===== config.mk =====
export PLATFORM = sky130hd
export DESIGN_NAME = trig_cfg_sel
export DESIGN_NICKNAME = d
export VERILOG_FILES = /design/src/rtl/trig_cfg_sel.sv
export SDC_FILE = /design/constraint.sdc
export NUM_CORES = 1
export LEC_CHECK = 0
export BUFFER_PORTS_ARGS = -buffer_cell sky130_fd_sc_hd__buf_2
export CORE_MARGIN = 1
export CORE_UTILIZATION = 40
export CTS_CLUSTER_DIAMETER = 50
export CTS_CLUSTER_SIZE = 28
export DETAILED_ROUTE_END_ITERATION = 6
export PLACE_DENSITY_LB_ADDON = 0.05
export SYNTH_ARGS = -nofsm -noshare
export SYNTH_HDL_FRONTEND = slang
export SYNTH_SLANG_ARGS = --single-unit

===== constraint.sdc =====
create_clock -name tck -period 1.09 [get_ports tck]
set_input_delay 0.0545 -clock tck [delete_from_list [all_inputs] [get_ports tck]]
set_output_delay 0.0545 -clock tck [all_outputs]
set_load 0.01 [all_outputs]

===== src/rtl/trig_cfg_sel.sv =====
module trig_cfg_sel #(
  parameter int ST_W = 4,
  parameter logic [ST_W-1:0] RTI_CODE = 4'hC,
  parameter int OP_W = 3
) (
  input  logic            tck,
  input  logic            trst_n,
  input  logic            tdi,
  input  logic            cfg_sel,
  input  logic            shift_dr,
  input  logic            update_dr,
  input  logic            det_insn,
  input  logic [ST_W-1:0] tap_state,
  input  logic            flag_dig,
  input  logic            flag_ana,
  output logic            tdo_cfg,
  output logic [OP_W-1:0] op_dig,
  output logic [OP_W-1:0] op_ana,
  output logic            det_update,
  output logic            trig
);
  localparam int SEL_W = 2;
  localparam int CFG_W = 2*OP_W + SEL_W;

  logic [CFG_W-1:0] sh_q, cfg_q;
  logic [SEL_W-1:0] sel;
  logic             hit;

  always_ff @(posedge tck or negedge trst_n)
    if (!trst_n)                sh_q <= '0;
    else if (cfg_sel && shift_dr) sh_q <= {tdi, sh_q[CFG_W-1:1]};

  always_ff @(posedge tck or negedge trst_n)
    if (!trst_n)                 cfg_q <= '0;
    else if (cfg_sel && update_dr) cfg_q <= sh_q;

  assign tdo_cfg = sh_q[0];
  assign op_dig  = cfg_q[CFG_W-1 -: OP_W];
  assign op_ana  = cfg_q[SEL_W +: OP_W];
  assign sel     = cfg_q[SEL_W-1:0];

  always_comb
    case (sel)
      2'b00:   hit = flag_dig;
      2'b01:   hit = flag_ana;
      2'b10:   hit = flag_dig | flag_ana;
      default: hit = flag_dig & flag_ana;
    endcase

  always_ff @(posedge tck or negedge trst_n)
    if (!trst_n) trig <= 1'b0;
    else         trig <= hit && det_insn && (tap_state == RTI_CODE);

  assign det_update = update_dr & ~det_insn;
endmodule


==> results of run 1 <==
## cell usage in the layout, fill, tap and decap left out, drive strengths merged
master,instances
buf,21
dfrtp,17
mux2,16
clkbuf,3
dlygate4sd3,3
nand2,3
xor2,1
inv,1
o21ai,1
nor2,1
nand4,1
a21oi,1
nor2b,1
clkinv,1
## cells by family (layout without fill, tap and decap cells)
| logic type | count (synthesis) | count (layout) |
|---|---|---|
| muxes | 16 | 16 |
| xor gates and xnor gates | 1 | 1 |
| and+or+nand+nor | 6 | 6 |
| buffers and inverters | 7 | 29 |
| DFF | 17 | 17 |
| AOI/OAI and AO/OA | 2 | 2 |
## flip-flops by register name, summed over array words and instances (netlist names)
register / flops
cfg_q: 8
sh_q: 8
trig: 1
## final timing paths
path,from,endpoint,slack (ns),depth (start not counted)
max in group asynchronous,trst_n,sh_q[1],0.61,2
setup / recovery,sh_q[0],tdo_cfg,0.21,1
min in group asynchronous,trst_n,sh_q[4],0.21,2
setup reg to reg,cfg_q[0],trig,0.29,3
hold reg to reg,cfg_q[4],cfg_q[4],0.51,1
hold / removal,tap_state[3],trig,0.02,3
## layout make-up
type | instances | area, sq um | area share [%]
Tap cell | 16 | 20.0 | 2.37
Clock inverter | 1 | 5.00 | 0.593
Sequential cell | 17 | 425 | 50.4
Multi-Input combinational cell | 25 | 231 | 27.4
Timing Repair Buffer | 24 | 135 | 16.0
Clock buffer | 3 | 22.5 | 2.67
Inverter | 1 | 3.75 | 0.445
## per-layer routing
metal	wire [microns]	track usage (%)	part of all wire [%]	up-vias
li1	-	-	-	207
met1	550	17.8	52	193
met3	56	5.00	5.3	0
met2	453	17.9	43	13
met5	0	0	0	-
met4	0	3.64	0	0
## power by group
group | internal [mW] | total, mW | switching [mW]
combinational | 0.307 | 0.506 | 0.198
clock | 0.136 | 0.329 | 0.193
sequential | 0.875 | 1.02 | 0.142
total | 1.32 | 1.85 | 0.534
## per-stage QoR
stage	hold slack [ns]	cell area, sq um
2_1_floorplan	-0.241	706
3_5_place_dp	-0.00378	786
3_3_place_gp	-0.00498	786
5_1_grt	0.0171	843
4_1_cts	0.00107	833
6_report	0.0188	843
==> results by stage, run 1 <==
Outcome:
- The flow ran to the end, but the final reports show violations.
- The checks that failed: DRC.

Place:
- The congestion estimate from routability-driven global placement came to 0.640.
- The half-perimeter wire length after placement is 736 microns.
- OpenSTA, run right after detailed placement, puts the worst setup slack at 0.246 ns.
- The number of cells after detailed placement is 80.
- In this run the tool buffered the top-level ports with 21 buffer cells.

Yosys:
- Summing the areas of all compound-gate instances in the mapped netlist gives 1.42% of the synthesized area.
- The top cell type by area accounts for 60.3% of the synthesized area.
- The sequential cell area fraction in the yosys report is 60.3%.
- The xor and xnor area share after synthesis is 1.24%.
- The cell area after synthesis is 706 sq um.
- Yosys instantiated no cell more often than sky130_fd_sc_hd__dfrtp_1.
- The gate count of the mapped netlist is 49.
- The cell type contributing the most total cell area after synthesis is sky130_fd_sc_hd__dfrtp_1.
- The count of state elements after synthesis is 17.
- After synthesis, the cell types taking the most area are sky130_fd_sc_hd__dfrtp_1, sky130_fd_sc_hd__mux2_2, sky130_fd_sc_hd__buf_4, sky130_fd_sc_hd__nand2_2, sky130_fd_sc_hd__xor2_1.
- By area, the combinational part of the netlist is dominated by multiplexers.
- After synthesis, the share of flip-flops with an asynchronous set or reset is 100%.
- The number of synthesized flops with an enable pin is 0.
- After synthesis, the most frequently instantiated cells are sky130_fd_sc_hd__dfrtp_1, sky130_fd_sc_hd__mux2_2, sky130_fd_sc_hd__buf_4, sky130_fd_sc_hd__nand2_2.
- The number of warning messages in the yosys log is 0.
- In the synthesized netlist the dominant register cell turns out to be sky130_fd_sc_hd__dfrtp_1.
- The synthesized area divided by synthesized cell count is 14.4 sq um.
- The simple-gate portion of the synthesized area is 4.61%.
- Of the post-synthesis cell area, the part taken by muxes is 25.5%.
- The number of nets handed over by synthesis was 62.
- After synthesis, the netlist uses 12 different library cells.
- Of the total synthesized cell area, the portion taken by full adders, half adders and majority gates is 0%.

Finish:
- The net count of the finished layout is 85.
- The number of antenna diodes in the final layout is 0.
- The utilization after layout is 53.5%.
- Counting the fill cells in the layout gives 143.
- The count of non-filler cells in the finished layout is 87.
- The share of post-route cells with drive strength above 1 is 60.6%.
- The signed area change from the synthesized netlist to the final layout is 19.5%.

Detailed routing:
- The count of unresolved DRC violations after routing is 1.
- The routed via count divided by cell count is 4.75.
- The final layout contains routed wiring with a total length of 1060 microns.
- The routed via count is 413.
- In this run, the number of DRC markers left after iteration 0 of detailed routing was 6.
- Before antenna repair, the detailed router went through 7 iterations.
- The count of nets left with antenna violations once routing finished came out at 0.
- In the final routed layout, each cell accounts on average for 12.2 microns.

STA:
- The accumulated negative setup slack is 0 ns.
- The slew at the pin closest to its max-slew limit is 0.378 ns.
- The final clock skew is 0.00672 ns.
- The fmax is 1.13 GHz.
- The ratio of final minimum period to clock period is 80.9%.
- The worst pin sits at a relative slew slack of 74.8%.
- The final critical path time including I/O delays and setup is 0.882 ns.
- The final max-slew violation count is 0.
- The worst setup margin is 0.208 ns.
- Setup violations remaining at the end of the flow were counted as 0.
- Setup repair after global routing left no endpoint under its margin.
- The hold violation count in the final report is 0.

Worst setup path:
- The largest individual stage delay along the critical path comes from the cell sky130_fd_sc_hd__dfrtp_1.
- The critical path's top delay family is flip-flops.
- The maximum fanout count along the critical path is 3.
- For this run, the slowest stage of the critical path takes 0.41 ns.
- The signal on the critical path passes through buf_2.
- The launching element type of the critical path is a register.
- The data arrival time of the worst path is 0.83 ns.
- STA classifies the critical path endpoint as an output port.
- The count of buffering cells on the critical path with inverters included is 1.
- The type of the worst setup path is register to output port.
- The data required time of the critical path is 1.04 ns.

Die:
- The total core area is 1580 sq um.
- 22 I/O pins were placed.
- The floorplan step set the die height to 44 microns.
- The initial core utilization is 44.8%.
- The die span in x is 44 microns.
- The row count is 14.
- The area of the die is 1940 sq um.

CTS:
- The TritonCTS clock tree is built.
- The clock sink count is 17.
- The buffers inserted during post-CTS setup optimization is 0.
- The number of buffers inserted for hold repair after clock tree synthesis is 2.
- The buffer levels on the longest clock path is 2.
- Clock-pin slew was measured on the worst setup and hold paths at 0.09 ns.
- The later pin in the worst-skew pair is clocked with a latency of 0.28 ns.
- The number of CTS-inserted buffers is 3.
- Once the clock tree was built, the resizer swapped 0 gates to a different size.
- CTS built an H-tree with a depth of 1.
- In this run the clock root is driven by a sky130_fd_sc_hd__clkbuf_4.

Run:
- The tool flagged a number of max-cap violations equal to 0.

Global routing:
- The number of antenna violations at the first check in global routing is 0.
- The number of global-route vias before repair is 408.
- In the global route stage, overall resource usage came out at 12.6%.
- Entering global routing, the biggest net connects 18 pins.
- The first global-routing pass estimated 1730 microns of wire.
- The total overflow left after global routing is 0.

Power and ir drop:
- The static leakage power is 0.417 nW.
- The maximum vdd ir drop is 962 uV.
- Power spread over the standard cell area amounts to 2200 nW/um^2.
- After layout, the design draws a total of 1.85 mW.

Min path:
- The path category of the worst min-delay check is primary input to register.
No activity file was read; power rests on OpenSTA's default activity.
==> inputs of run 2 (changes only) <==
==> constraint.sdc (replaced) <==
create_clock -name tck -period 0.8 [get_ports tck]
set_input_delay 0.04 -clock tck [delete_from_list [all_inputs] [get_ports tck]]
set_output_delay 0.04 -clock tck [all_outputs]
set_load 0.01 [all_outputs]
==> run 2 against run 1 <==
- the flow finishes with violations (setup timing)
- largest power group unchanged
- sequential cell count stayed put
- largest cell class unchanged
- count of clock-buffer cells in the layout is 1 higher
- critical path type unchanged
- highest routed layer unchanged
- sequential share of layout area is 0.95 points lower
==> results by stage, run 2 (synthesis results as in run 1) <==
Outcome:
- The flow ran to the end, but the final reports show violations.
- The checks that failed: setup timing.

Die:
- The row count is 14 (unchanged).
- The die outline height is 44 microns (unchanged).
- The die span in x is 44 microns (unchanged).
- The area of the die was 1940 sq um (unchanged).
- The total core area was 1580 sq um (unchanged).
- The top-level port count was 22 (unchanged).
- The initial core utilization is 44.8% (unchanged).

Worst setup path:
- The count of buffering cells on the critical path with inverters included is 1 (unchanged).
- Walking the worst path, the cells encountered are buf_2.
- The worst-path cell with the longest stage delay is sky130_fd_sc_hd__dfrtp_1.
- The logic depth of the worst register-to-register path is 3 (unchanged).
- The data required time of the critical path is 0.76 ns (-0.28 ns).
- The capturing element type of the critical path is an output port.
- The data arrival time of the worst path is 0.82 ns (about the same).
- The critical path's top delay family is flip-flops.
- The type of the worst setup path is register to output port.
- STA classifies the critical path startpoint as a register.
- Tracing the worst setup path back leads to its startpoint at sh_q[0].
- The delay contributed by the slowest stage of the critical path was 0.40 ns (about the same).
- The critical path capture point is tdo_cfg.
- In this run the critical register-to-register path is launched from cfg_q[1].
- The number of gates on the worst path with buffers counted is 1 (unchanged).
- In this run the critical register-to-register path is captured at trig.
- The maximum fanout count along the critical path was 3 (unchanged).
- The slack of the worst reg-to-reg path is 0.02 ns (-0.27 ns).

Finish:
- The total of fill cells in the finished design was 148 (+3.5%).
- Compared with the post-synthesis result, the final layout area differs by 21.8%.
- Leaving out fill and tap cells, the most frequent cell in the layout is sky130_fd_sc_hd__buf_2.
- The largest registers in the layout are cfg_q (8), sh_q (8), trig (1).
- The share of post-route cells with drive strength above 1 is 58.3% (-2.2 points).
- The net total in the final layout came to 86 (+1.2%).
- In the layout the commonest cells are sky130_fd_sc_hd__buf_2, sky130_fd_sc_hd__dfrtp_1, sky130_fd_sc_hd__mux2_2, sky130_fd_sc_hd__dlygate4sd3_1, sky130_fd_sc_hd__clkbuf_4.
- The summed area of non-filler cells in the final layout is 860 sq um (+1.9%).
- The count of non-filler cells in the finished layout is 88 (+1.1%).
- The number of antenna diodes is 0 (unchanged).

Min path:
- The hold-critical path depth is 3 (unchanged).
- The worst hold path belongs to the class primary input to register.

STA:
- The number of endpoints failing setup at the final stage was 8 (+8).
- The accumulated negative setup slack is -0.268 ns (-0.268 ns).
- The hold violation count in the final report is 0 (unchanged).
- Setup repair after global routing could not meet its margin everywhere.
- The worst setup margin is -0.0648 ns (-0.273 ns).
- The final max-slew violation count was 0 (unchanged).
- The relative slew slack is 75.3% (+0.49 points).
- The final clock skew is 0.000369 ns (-0.00635 ns).
- The ratio of final minimum period to clock period is 108%.
- The fmax is 1.16 GHz.
- Subtracting the final worst setup slack from the clock period gives 0.865 ns.
- The slew at the pin closest to its max-slew limit was 0.371 ns (-0.00731 ns).

Global routing:
- The first-pass GRT wire length was 1860 microns (+7.6%).
- The busiest metal layer after global routing is met2.
- The global-route total usage across every layer is 13.2% (+0.63 points).
- The met2 track demand over resource in global routing is 21.5% (+3.5 points).
- The met3 capacity usage during global routing came to 2.50% (-2.5 points).
- The met1 demand-to-capacity share in global routing is 17.4% (-0.45 points).
- The number of antenna violations at the first check in global routing was 0 (unchanged).
- The largest net degree at the start of global routing is 18 (unchanged).
- The overall overflow remaining after global route came to 0 (unchanged).
- The number of global-route vias before repair came to 448 (+9.8%).

Place:
- The final weighted congestion of routability-driven global placement is 0.640 (about the same).
- The count of input and output buffers is 21 (unchanged).
- The half-perimeter wire length after placement came to 747 microns (+1.6%).
- The post-place setup slack came to -0.0313 ns (-0.277 ns).
- The number of cells after detailed placement is 80 (unchanged).
- The placed cell area is 786 sq um (unchanged).

Power and ir drop:
- The power density over the cells was 2960 nW/um^2 (+35%).
- The overall power of the completed layout came to 2.55 mW (+38%).
- The static leakage power is 0.427 nW (+2.5%).
- The maximum vdd ir drop is 1250 uV (+30%).

Detailed routing:
- The routed via count divided by cell count came to 4.74 (-0.18%).
- The routed via count is 417 (+0.97%).
- The routed wirelength normalized by instance count is 12.2 microns (+0.26%).
- The number of iterations in the first detailed-routing pass was 5 (-2).
- The count of unresolved DRC violations after routing is 0 (-1).
- The final routed wirelength across all metal layers was 1080 microns (+1.4%).
- The initial DRC count is 4 (-2).
- The number of nets still failing antenna checks after routing is 0 (unchanged).

CTS:
- The buffer levels on the longest clock path is 2 (unchanged).
- The clock tree root buffer cell is sky130_fd_sc_hd__clkbuf_4.
- The post-CTS clock slew at the launch and capture registers of the worst setup and hold paths is 0.09 ns (about the same).
- The number of CTS-inserted buffers was 3 (unchanged).
- TritonCTS built the clock tree.
- The clock latency at the later pin of the worst-skew pair is 0.27 ns (about the same).
- The clock sink count is 17 (unchanged).
- The number of H-tree branching levels was 1 (unchanged).

Run:
- The number of max-capacitance violations reported is 0 (unchanged).
## run 2: changes by cell type in the layout (fill, tap and decap cells not counted), sizes merged
cell and change:
clkbuf +1, clkinv -1, dlygate4sd3 +1
## run 2: worst min path at each step
stage | startpoint | end | slack [ns]
after floorplan | trst_n | cfg_q[0] | -0.26
after CTS | tap_state[3] | trig | 0.002
after global placement | trst_n | cfg_q[4] | -0.02
final | tap_state[3] | trig | 0.007
after global routing | flag_dig | trig | 0.005
after detailed placement | trst_n | cfg_q[3] | -0.02
## run 2: per-layer routing
metal	up-vias	wire length, microns
met1	193	522
met5	-	0
met4	0	0
li1	211	-
met2	13	498
met3	0	54
## run 2: area by class of cell
type	instances	area [sq um]	share of cell area [%]
clock buffers	4	26.3	3.06
inverters	1	3.75	0.437
multi-input cells	25	239	27.8
flip-flops and latches	17	425	49.5
well taps	16	20.0	2.33
repair buffers	25	145	16.9
## run 2: power by group
part	internal (mW)	switching, mW	leakage, nW	total [mW]
Combinational	0.449	0.274	0.206	0.723
Sequential	1.19	0.200	0.206	1.39
Clock	0.193	0.238	0.0150	0.432
Total	1.83	0.712	0.427	2.55
## run 2: metrics by stage
step | util [%] | hold slack [ns]
final | 54.5 | 0.00746
after global routing | 54.5 | 0.00510
after CTS | 54.0 | 0.00172
after detailed placement | 49.8 | -0.0182
after global placement | 49.8 | -0.0195
after floorplan | - | -0.256
## run 2: timing repair
action                                  4_1_cts  5_1_grt
buffers inserted                              0        0
hold endpoints to repair                     19        0
gates resized for setup                       0        2
pin swaps                                     1        0
hold buffers                                  4        0
endpoints found under the setup margin        9       12
